**config.mk**
```make
export PLATFORM = sky130hd
export DESIGN_NAME = sig_state_sel
export DESIGN_NICKNAME = d
export VERILOG_FILES = /design/src/rtl/sig_state_pkg.sv /design/src/rtl/sig_state_ctrl.sv /design/src/rtl/sig_state_dp.sv /design/src/rtl/sig_state_sel.sv
export SDC_FILE = /design/constraint.sdc
export NUM_CORES = 1
export LEC_CHECK = 0
export BUFFER_PORTS_ARGS = -buffer_cell sky130_fd_sc_hd__buf_2
export CORE_ASPECT_RATIO = 0.5
export CORE_MARGIN = 3
export CORE_UTILIZATION = 60
export DETAILED_ROUTE_END_ITERATION = 8
export PLACE_DENSITY_LB_ADDON = 0.3
export SETUP_SLACK_MARGIN = 0.2
export SLEW_MARGIN = 20
export SYNTH_ARGS = -nofsm -noshare
export SYNTH_HDL_FRONTEND = slang
export SYNTH_SLANG_ARGS = --single-unit
```
**constraint.sdc**
```tcl
create_clock -name clk -period 3.7 [get_ports clk]
set_input_delay 0.185 -clock clk [delete_from_list [all_inputs] [get_ports clk]]
set_output_delay 0.185 -clock clk [all_outputs]
set_load 0.02 [all_outputs]
```
**src/rtl/sig_state_pkg.sv**
```systemverilog
package sig_state_pkg;
  typedef enum logic [1:0] {
    MODE_SIXTEEN = 2'b00,
    MODE_FOUR    = 2'b01,
    MODE_NONE    = 2'b10,
    MODE_TWO     = 2'b11
  } sigMode_t;

  localparam int CodeW  = 4;
  localparam int StageW = 2;

  typedef struct packed {
    logic                cfgWe;
    logic                capWe;
    logic [StageW-1:0]   capStage;
    logic [CodeW-1:0]    capPart;
    logic                codeWe;
    logic [CodeW-1:0]    codeVal;
  } sigStrobe_t;
endpackage

```
**src/rtl/sig_state_ctrl.sv**
```systemverilog
module sig_state_ctrl
  import sig_state_pkg::*;
#(
  parameter int SlotW  = 5,
  parameter int FrameW = 4,
  parameter int FrameA = 5,
  parameter int FrameB = 11
) (
  input  logic                     cfgWe,
  input  logic [SlotW-1:0]         cfgSlot,
  input  logic [1:0]               srcSel,
  input  logic                     smpValid,
  input  logic [SlotW-1:0]         smpSlot,
  input  logic [FrameW-1:0]        smpFrame,
  input  logic                     smpPhase,
  input  logic                     sysBit,
  input  logic                     lineBit,
  input  sigMode_t                 curMode,
  input  logic [StageW-1:0]        curStage,
  input  logic [CodeW-1:0]         curPart,
  output sigStrobe_t               strobe
);
  logic rxSrc, act, bitIn, atA, atB;

  assign rxSrc = (srcSel == 2'b01) || (srcSel == 2'b10);
  assign bitIn = (srcSel == 2'b01) ? sysBit : lineBit;
  assign act   = smpValid && rxSrc && !(cfgWe && (cfgSlot == smpSlot));
  assign atA   = (smpFrame == FrameW'(FrameA));
  assign atB   = (smpFrame == FrameW'(FrameB));

  always_comb begin
    strobe          = '0;
    strobe.cfgWe    = cfgWe;
    strobe.capPart  = curPart;
    if (act && (atA || atB)) begin
      unique case (curMode)
        MODE_TWO: begin
          if (atA) begin
            strobe.capWe   = 1'b1;
            strobe.codeWe  = 1'b1;
            strobe.codeVal = {CodeW{bitIn}};
          end
        end
        MODE_FOUR: begin
          strobe.capWe = 1'b1;
          if (atA) begin
            strobe.capStage = 2'd1;
            strobe.capPart  = {3'b000, bitIn};
          end else if (curStage == 2'd1) begin
            strobe.codeWe  = 1'b1;
            strobe.codeVal = {bitIn, curPart[0], bitIn, curPart[0]};
          end
        end
        MODE_SIXTEEN: begin
          strobe.capWe = 1'b1;
          if (atA && !smpPhase) begin
            strobe.capStage = 2'd1;
            strobe.capPart  = {3'b000, bitIn};
          end else if (atB && !smpPhase && curStage == 2'd1) begin
            strobe.capStage = 2'd2;
            strobe.capPart  = {2'b00, bitIn, curPart[0]};
          end else if (atA && smpPhase && curStage == 2'd2) begin
            strobe.capStage = 2'd3;
            strobe.capPart  = {1'b0, bitIn, curPart[1:0]};
          end else if (atB && smpPhase && curStage == 2'd3) begin
            strobe.codeWe  = 1'b1;
            strobe.codeVal = {bitIn, curPart[2:0]};
          end
        end
        default: ;
      endcase
    end
  end
endmodule

```
**src/rtl/sig_state_dp.sv**
```systemverilog
module sig_state_dp
  import sig_state_pkg::*;
#(
  parameter int NumSlots = 32,
  parameter int SlotW    = 5
) (
  input  logic                clk,
  input  logic                rstN,
  input  sigStrobe_t          strobe,
  input  logic [SlotW-1:0]    cfgSlot,
  input  logic [1:0]          cfgMode,
  input  logic [CodeW-1:0]    cfgDflt,
  input  logic [SlotW-1:0]    smpSlot,
  input  logic [SlotW-1:0]    rdSlot,
  input  logic                hostSrc,
  output sigMode_t            curMode,
  output logic [StageW-1:0]   curStage,
  output logic [CodeW-1:0]    curPart,
  output logic [CodeW-1:0]    outCode,
  output logic                outValid
);
  logic [1:0]        modeQ  [NumSlots];
  logic [CodeW-1:0]  dfltQ  [NumSlots];
  logic [StageW-1:0] stageQ [NumSlots];
  logic [CodeW-1:0]  partQ  [NumSlots];
  logic [CodeW-1:0]  codeQ  [NumSlots];
  logic              validQ [NumSlots];

  for (genvar s = 0; s < NumSlots; s++) begin : g_slot
    logic wrHit, capHit;
    assign wrHit  = strobe.cfgWe && (cfgSlot == SlotW'(s));
    assign capHit = strobe.capWe && (smpSlot == SlotW'(s));

    always_ff @(posedge clk or negedge rstN) begin
      if (!rstN) begin
        modeQ[s]  <= MODE_SIXTEEN;
        dfltQ[s]  <= '0;
        stageQ[s] <= '0;
        partQ[s]  <= '0;
        codeQ[s]  <= '0;
        validQ[s] <= 1'b0;
      end else if (wrHit) begin
        modeQ[s]  <= cfgMode;
        dfltQ[s]  <= cfgDflt;
        stageQ[s] <= '0;
        partQ[s]  <= '0;
        validQ[s] <= 1'b0;
      end else if (capHit) begin
        stageQ[s] <= strobe.capStage;
        partQ[s]  <= strobe.capPart;
        if (strobe.codeWe) begin
          codeQ[s]  <= strobe.codeVal;
          validQ[s] <= 1'b1;
        end
      end
    end
  end

  assign curMode  = sigMode_t'(modeQ[smpSlot]);
  assign curStage = stageQ[smpSlot];
  assign curPart  = partQ[smpSlot];

  assign outValid = validQ[rdSlot];
  assign outCode  = (hostSrc || !validQ[rdSlot]) ? dfltQ[rdSlot] : codeQ[rdSlot];
endmodule

```
**src/rtl/sig_state_sel.sv**
```systemverilog
module sig_state_sel
  import sig_state_pkg::*;
#(
  parameter int NumSlots = 32,
  parameter int FrameW   = 4,
  parameter int FrameA   = 5,
  parameter int FrameB   = 11,
  localparam int SlotW   = $clog2(NumSlots)
) (
  input  logic              clk,
  input  logic              rstN,
  input  logic              cfgWe,
  input  logic [SlotW-1:0]  cfgSlot,
  input  logic [6:0]        cfgData,
  input  logic [1:0]        srcSel,
  input  logic              smpValid,
  input  logic [SlotW-1:0]  smpSlot,
  input  logic [FrameW-1:0] smpFrame,
  input  logic              smpPhase,
  input  logic              sysBit,
  input  logic              lineBit,
  input  logic [SlotW-1:0]  rdSlot,
  output logic [3:0]        outCode,
  output logic              outValid
);
  sigStrobe_t        strobe;
  sigMode_t          curMode;
  logic [StageW-1:0] curStage;
  logic [CodeW-1:0]  curPart;
  logic              hostSrc;
  logic              unusedCfgBit;

  assign unusedCfgBit = cfgData[4];
  assign hostSrc      = (srcSel == 2'b00) || (srcSel == 2'b11);

  sig_state_ctrl #(
    .SlotW(SlotW), .FrameW(FrameW), .FrameA(FrameA), .FrameB(FrameB)
  ) ctrlI (
    .cfgWe(cfgWe), .cfgSlot(cfgSlot), .srcSel(srcSel),
    .smpValid(smpValid), .smpSlot(smpSlot), .smpFrame(smpFrame),
    .smpPhase(smpPhase), .sysBit(sysBit), .lineBit(lineBit),
    .curMode(curMode), .curStage(curStage), .curPart(curPart),
    .strobe(strobe)
  );

  sig_state_dp #(.NumSlots(NumSlots), .SlotW(SlotW)) dpI (
    .clk(clk), .rstN(rstN), .strobe(strobe),
    .cfgSlot(cfgSlot), .cfgMode(cfgData[6:5]), .cfgDflt(cfgData[3:0]),
    .smpSlot(smpSlot), .rdSlot(rdSlot), .hostSrc(hostSrc),
    .curMode(curMode), .curStage(curStage), .curPart(curPart),
    .outCode(outCode), .outValid(outValid)
  );
endmodule

```
# ---- After elaboration in Yosys (flattened, before gate mapping)
# Index checks and enable logic that the tools add are counted.
dict set report word_totals {
  elab_cells 745
  register_bits 544
  output_inout_bits 5
}
dict set report classes {
  magnitude_cmp 2
  n_reduce_logical 215
  bitwise_logic 34
  n_eq_ne 73
  mux 229
}
# operator count
set ops {}
lappend ops {{$mux 4} 71}
lappend ops {{$eq 5x5->1 const B} 32}
lappend ops {{$mux 2} 68}
lappend ops {{$reduce_bool 2->1} 64}
lappend ops {{$reduce_and 3->1} 32}
lappend ops {{$eq 5x4->1 const B} 16}
lappend ops {{$logic_and 1x1->1} 75}
lappend ops {{$mux 1} 69}
lappend ops {{$reduce_and 2->1} 32}
lappend ops {{$bmux 4 s5} 3}
lappend ops {{$eq 5x3->1 const B} 8}
lappend ops {{$mux 5} 8}
lappend ops {{$not 1->1} 32}
lappend ops {{$bmux 2 s5} 2}
lappend ops {{$eq 5x2->1 const B} 4}
lappend ops {{$mux 6} 3}
lappend ops {{$pmux 5 s3} 1}
lappend ops {{$ge 6x6->1 const B} 2}
lappend ops {{$mux 12} 1}
lappend ops {{$not 5->6} 2}
lappend ops {{$pmux 6 s2} 1}
lappend ops {{$eq 2x2->1 const B} 5}
lappend ops {{$eq 5x1->1 const B} 2}
lappend ops {{$logic_not 5->1} 2}
lappend ops {{10 further kinds} 18}

# ---- Longest topological paths before layout
dict set report logic_depth {
  word_depth 15
  ltp_mapped 14
  depth_no_buf 8
}

# ---- By module
# A second synthesis with hierarchy kept.
dict set report hier_totals {
  hier_cells 1811
  hier_area_um2 25767.2
}
# module cells_each instances area_per_inst_um2
set modules_own_cells {}
lappend modules_own_cells {sig_state_dp 1741 1 25285.5}
lappend modules_own_cells {sig_state_ctrl 69 1 473.0}
lappend modules_own_cells {sig_state_sel 1 1 8.8}

# ---- Least setup slack after synthesis
# Ideal clock, no wire load.
dict set report synth_timing {
  path_type {in2out}
  from {in rdSlot[0]}
  to {out outCode[0]}
  stages 6
  path_buffers 3
  arrival_time_ps 3164
  path_slack_ps 351
  cell_sequence {clkbuf_1 > clkbuf_1 > buf_1 > mux4_2 > mux4_2 > mux4_2}
}
dict set report synth_between {
  elab_chain_cells 7
  word_cells_on_any_way 13
  cone_classes {10 x mux; 1 x bitwise; 2 x reduce/logical}
}
# element line
set synth_rtl {}
lappend synth_rtl {{from (decl)} sig_state_sel.sv:22} ;# input logic [SlotW-1:0] rdSlot,
lappend synth_rtl {{$not 5->6 (not written as such) (*)} sig_state_dp.sv:64} ;# assign outCode = (hostSrc || !validQ[rdSlot]) ? dfltQ[rdSlot] : codeQ[rdSlot];
lappend synth_rtl {{$bmux 1 s5} sig_state_dp.sv:64}
lappend synth_rtl {{$mux 1 (not written as such) (2 in series)} sig_state_dp.sv:64}
lappend synth_rtl {{$logic_not 1->1} sig_state_dp.sv:64}
lappend synth_rtl {{$logic_or 1x1->1} sig_state_dp.sv:64}
lappend synth_rtl {{$mux 4 (*)} sig_state_dp.sv:64}
lappend synth_rtl {{to (decl)} sig_state_sel.sv:23} ;# output logic [3:0] outCode,
# Mark *: on every way between the ends. The rest lies on a longest branch, timed or not. The select of a mux whose other input is x is not followed.

# ---- Final worst setup path
dict set report layout_timing {
  from {reg dpI.modeQ[19] (netlist name)}
  to {reg dpI.codeQ[25] (netlist name)}
}
dict set report layout_between {
  elab_chain_cells 9
  word_cells_on_any_way 12
  cone_classes {2 x eq/ne; 6 x mux; 4 x reduce/logical}
}
# element line
set layout_rtl {}
lappend layout_rtl {{from (decl)} sig_state_dp.sv:22} ;# logic [1:0] modeQ [NumSlots];
lappend layout_rtl {{from (signal, indexed assignment)} sig_state_dp.sv:43} ;# modeQ[s] <= cfgMode;
lappend layout_rtl {{$bmux 2 s5 (*)} sig_state_dp.sv:59} ;# assign curMode = sigMode_t'(modeQ[smpSlot]);
lappend layout_rtl {{$mux 2 (not written as such) (*) (2 in series)} sig_state_dp.sv:59}
lappend layout_rtl {{$eq 2x1->1 / $logic_not 2->1 (equally long branches)} sig_state_ctrl.sv:36} ;# unique case (curMode)
lappend layout_rtl {{$reduce_or 2->1 (no source line)} --}
lappend layout_rtl {{$pmux 1 s2} sig_state_ctrl.sv:36}
lappend layout_rtl {{$mux 12 (*)} sig_state_ctrl.sv:35} ;# if (act && (atA || atB)) begin
lappend layout_rtl {{$logic_and 1x1->1} sig_state_dp.sv:32} ;# assign capHit = strobe.capWe && (smpSlot == SlotW'(s));
lappend layout_rtl {{$reduce_and 3->1 (no source line)} --}
lappend layout_rtl {{to (signal, indexed assignment)} sig_state_dp.sv:52} ;# codeQ[s] <= strobe.codeVal;
lappend layout_rtl {{to (decl)} sig_state_dp.sv:26} ;# logic [CodeW-1:0] codeQ [NumSlots];
# Marks and branches as above.
# A chain may end at the register's enable or synchronous reset.

==> run_results.csv <==
group,metric,value,unit
detailed_routing,viasPerCell,6.82,
die,die_h,149,µm
setup_path,startpoint_type,"flip-flop",
detailed_routing,drt_iter0_markers,1837,
flow_run,cap_viol_max_count,0,
sta,finalSetupViolations,0,
synth,ys_ff_latch,512,
final_layout,layout.nets,1915,
grt,grt.overflow.total,0,
clock_tree,root_buffer,"clkbuf_16",
grt,grt_pass1_vias,16900,
synth,async_reset_ff_share,100,%
sta,final.setup.tns,0,ns
die,die_area,43300,µm²
final_layout,layout_common_cells,"dfrtp_1 (512), mux2_2 (240), o21ai_0 (230), nand3_1 (165), mux4_2 (140)",
sta,finalHoldViolations,0,
synth,yosys.area_share.simple,8.30,%
detailed_routing,vias,16700,
sta,slew_headroom,20.8,%
grt,grt_max_degree,111,
synth,synth_fa_ha_area_share,0.0512,%
grt,grt_pass1_wl,105000,µm
synth,synth_area,24400,µm²
final_layout,layout_commonest_cell,"dfrtp_1",
grt,antenna_found_initial,6,
sta,holdWs,0.131,ns
final_layout,drive_gt1_share,34.8,%
synth,syn_area_per_cell,13.1,µm²
place,dp_hpwl,44700,µm
clock_tree,post_cts.repair.setup_buffers,0,
die,core.rowCount,51,
sta,period_minus_slack,3.26,ns
final_layout,n_fill_cell,2645,
synth,synthCells,1868,
detailed_routing,wirelength,68200,µm
synth,synth_compound_area_share,8.54,%
final_layout,regArea,12800,µm²
synth,synth_edf_count,0,
power,power_density,468,nW/µm²
sta,fin_worst_skew,0.0223,ns
die,core_area,39500,µm²
synth,ys_types,73,
run_status,outcome,"finished, final reports clean",
setup_path,cp.required,4.16,ns
synth,ys.flop_type,"dfrtp_1",
setup_path,crit_type,"flip-flop to flip-flop",
synth,yosysSeqAreaShare,52.5,%
place,finalWeightedCongestion,0.928,
sta,worst_pin_slew,1.19,ns
clock_tree,path_clk_slew,0.07,ns
clock_tree,clk_path_buf_depth,3,
synth,synth_xor_area_share,0.179,%
setup_path,endpoint_kind,"flip-flop",
clock_tree,clock-sinks,512,
detailed_routing,dr.pass1.iters,7,
detailed_routing,antenna_left,0,
power,peakVddDrop,0.384,mV
clock_tree,cts_inserted_buffers,46,
place,numPortBuffers,38,
worst_hold_path,holdCritPathClass,"input pin to flip-flop",
die,die_x,291,µm
power,leakage,12.3,nW
sta,rsz0062_at_grt,"false",
final_layout,fin_cells,2448,
synth,synth_warnings,0,
setup_path,crit_fanout,12,
die,initial_utilization,61.8,%
grt,gr-usage-all-layers,32.2,%
clock_tree,clk_latency,0.58,ns
clock_tree,cts_tree,"built",
synth,syn-num-nets,1904,
synth,synth_top_family_by_area,"multiplexers",
sta,fmax,307,MHz
detailed_routing,drc,0,
sta,report.final.slew_viol_count,0,
die,ios,40,
clock_tree,h-tree-depth,2,
final_layout,area_growth,11.4,%
synth,synthMuxAreaShare,26.6,%
detailed_routing,wl_per_cell,27.9,µm
place,placed_cells,2360,
setup_path,arrival,3.72,ns
final_layout,multi_input_area,10700,µm²
sta,post-route-period-util,88.2,%
repair_timing:
| action | CTS | global route |
|---|---|---|
| gates resized for setup | 0 | 3 |
| setup endpoints to repair | 0 | 12 |
| hold buffers | 1 | 0 |
| endpoints found under the hold margin | 98 | 0 |
cells in the mapped netlist (6+ instances only):
cell	n	area (µm²)
a21o_1	28	210
a21oi_1	7	35.0
buf_1	7	26.3
buf_2	28	140
buf_6	14	158
clkbuf_1	137	514
dfrtp_1	512	12800
inv_1	9	33.8
mux2_1	22	248
mux2_2	240	2700
mux2i_1	28	280
mux4_2	140	3150
nand2_1	70	263
nand3_1	166	831
nor2_1	36	135
nor2b_1	7	43.8
nor3_1	6	30.0
nor4_4	10	213
o21ai_0	232	1160
o21ai_1	22	110
o21ai_2	22	193
o2bb2ai_1	9	78.8
or4_1	24	180
flip-flops by register name, indices dropped and copies added (netlist names):
name        flops
dpI.dfltQ     128
dpI.modeQ      64
dpI.partQ      96
dpI.codeQ     128
dpI.stageQ     64
dpI.validQ     32
layout make-up:
type	instances	area share [%]
clock buffers	68	5.02
flip-flops and latches	512	47.1
clock inverters	17	0.736
well taps	530	2.44
multi-input cells	1152	39.4
repair buffers	157	5.16
inverters	10	0.138
diodes	2	0.0184
through the flow:
| step | util [%] | worst slack (ns) | area, µm² | power, mW |
|---|---|---|---|---|
| floorplan | - | 0.351 | 24400 | 7.23 |
| global placement | 64.8 | 0.135 | 25600 | 7.72 |
| detailed placement | 64.8 | 0.0402 | 25600 | 7.80 |
| CTS | 68.8 | 0.283 | 27200 | 12.7 |
| global route | 68.9 | 0.232 | 27200 | 13.1 |
| finish | 68.9 | 0.438 | 27200 | 12.7 |
critical path: stages, from the launching register on:
cell      delay (ns)
dfrtp_1         0.38
mux4_2          0.46
a221oi_1        0.35
nand3_2         0.22
o31a_1          0.21
nor4b_4         0.37
o22ai_4         0.18
buf_12          0.19
nor4_4          0.40
mux2_1          0.37
power by group:
group,internal [mW],switching [mW],total (mW)
sequential,6.02,0.212,6.23
clock,2.84,2.17,5.01
combinational,0.729,0.765,1.49
total,9.59,3.14,12.7
layer usage:
| metal | vias to the layer above | GRT usage (%) | wire, µm |
|---|---|---|---|
| met5 | - | 0 | 39 |
| met4 | 6 | 10.7 | 2310 |
| met3 | 173 | 10.3 | 7900 |
| met1 | 8696 | 44.9 | 27300 |
| met2 | 834 | 48.8 | 30600 |
| li1 | 6981 | - | - |
cells by family after synthesis:
| logic type | count (synthesis) |
|---|---|
| buf+inv | 204 |
| xor+xnor | 5 |
| flops | 512 |
| mux | 435 |
| compound gates | 350 |
| simple gates | 361 |
| fa+ha+maj | 1 |
final timing paths:
| kind | startpoint | slack, ns | cells after the start | endpoint |
|---|---|---|---|---|
| worst max-delay path | dpI.modeQ[19] | 0.44 | 9 | dpI.codeQ[25] |
| worst min-delay path | lineBit | 0.13 | 4 | dpI.codeQ[67] |
| worst max register to register | dpI.modeQ[19] | 0.44 | 9 | dpI.codeQ[25] |
| worst min register to register | dpI.validQ[28] | 0.47 | 1 | dpI.validQ[28] |
| max in group asynchronous | rstN | 2.42 | 3 | dpI.partQ[53] |
| min in group asynchronous | rstN | 0.29 | 2 | dpI.partQ[110] |
(Power assumes the default switching activity.)
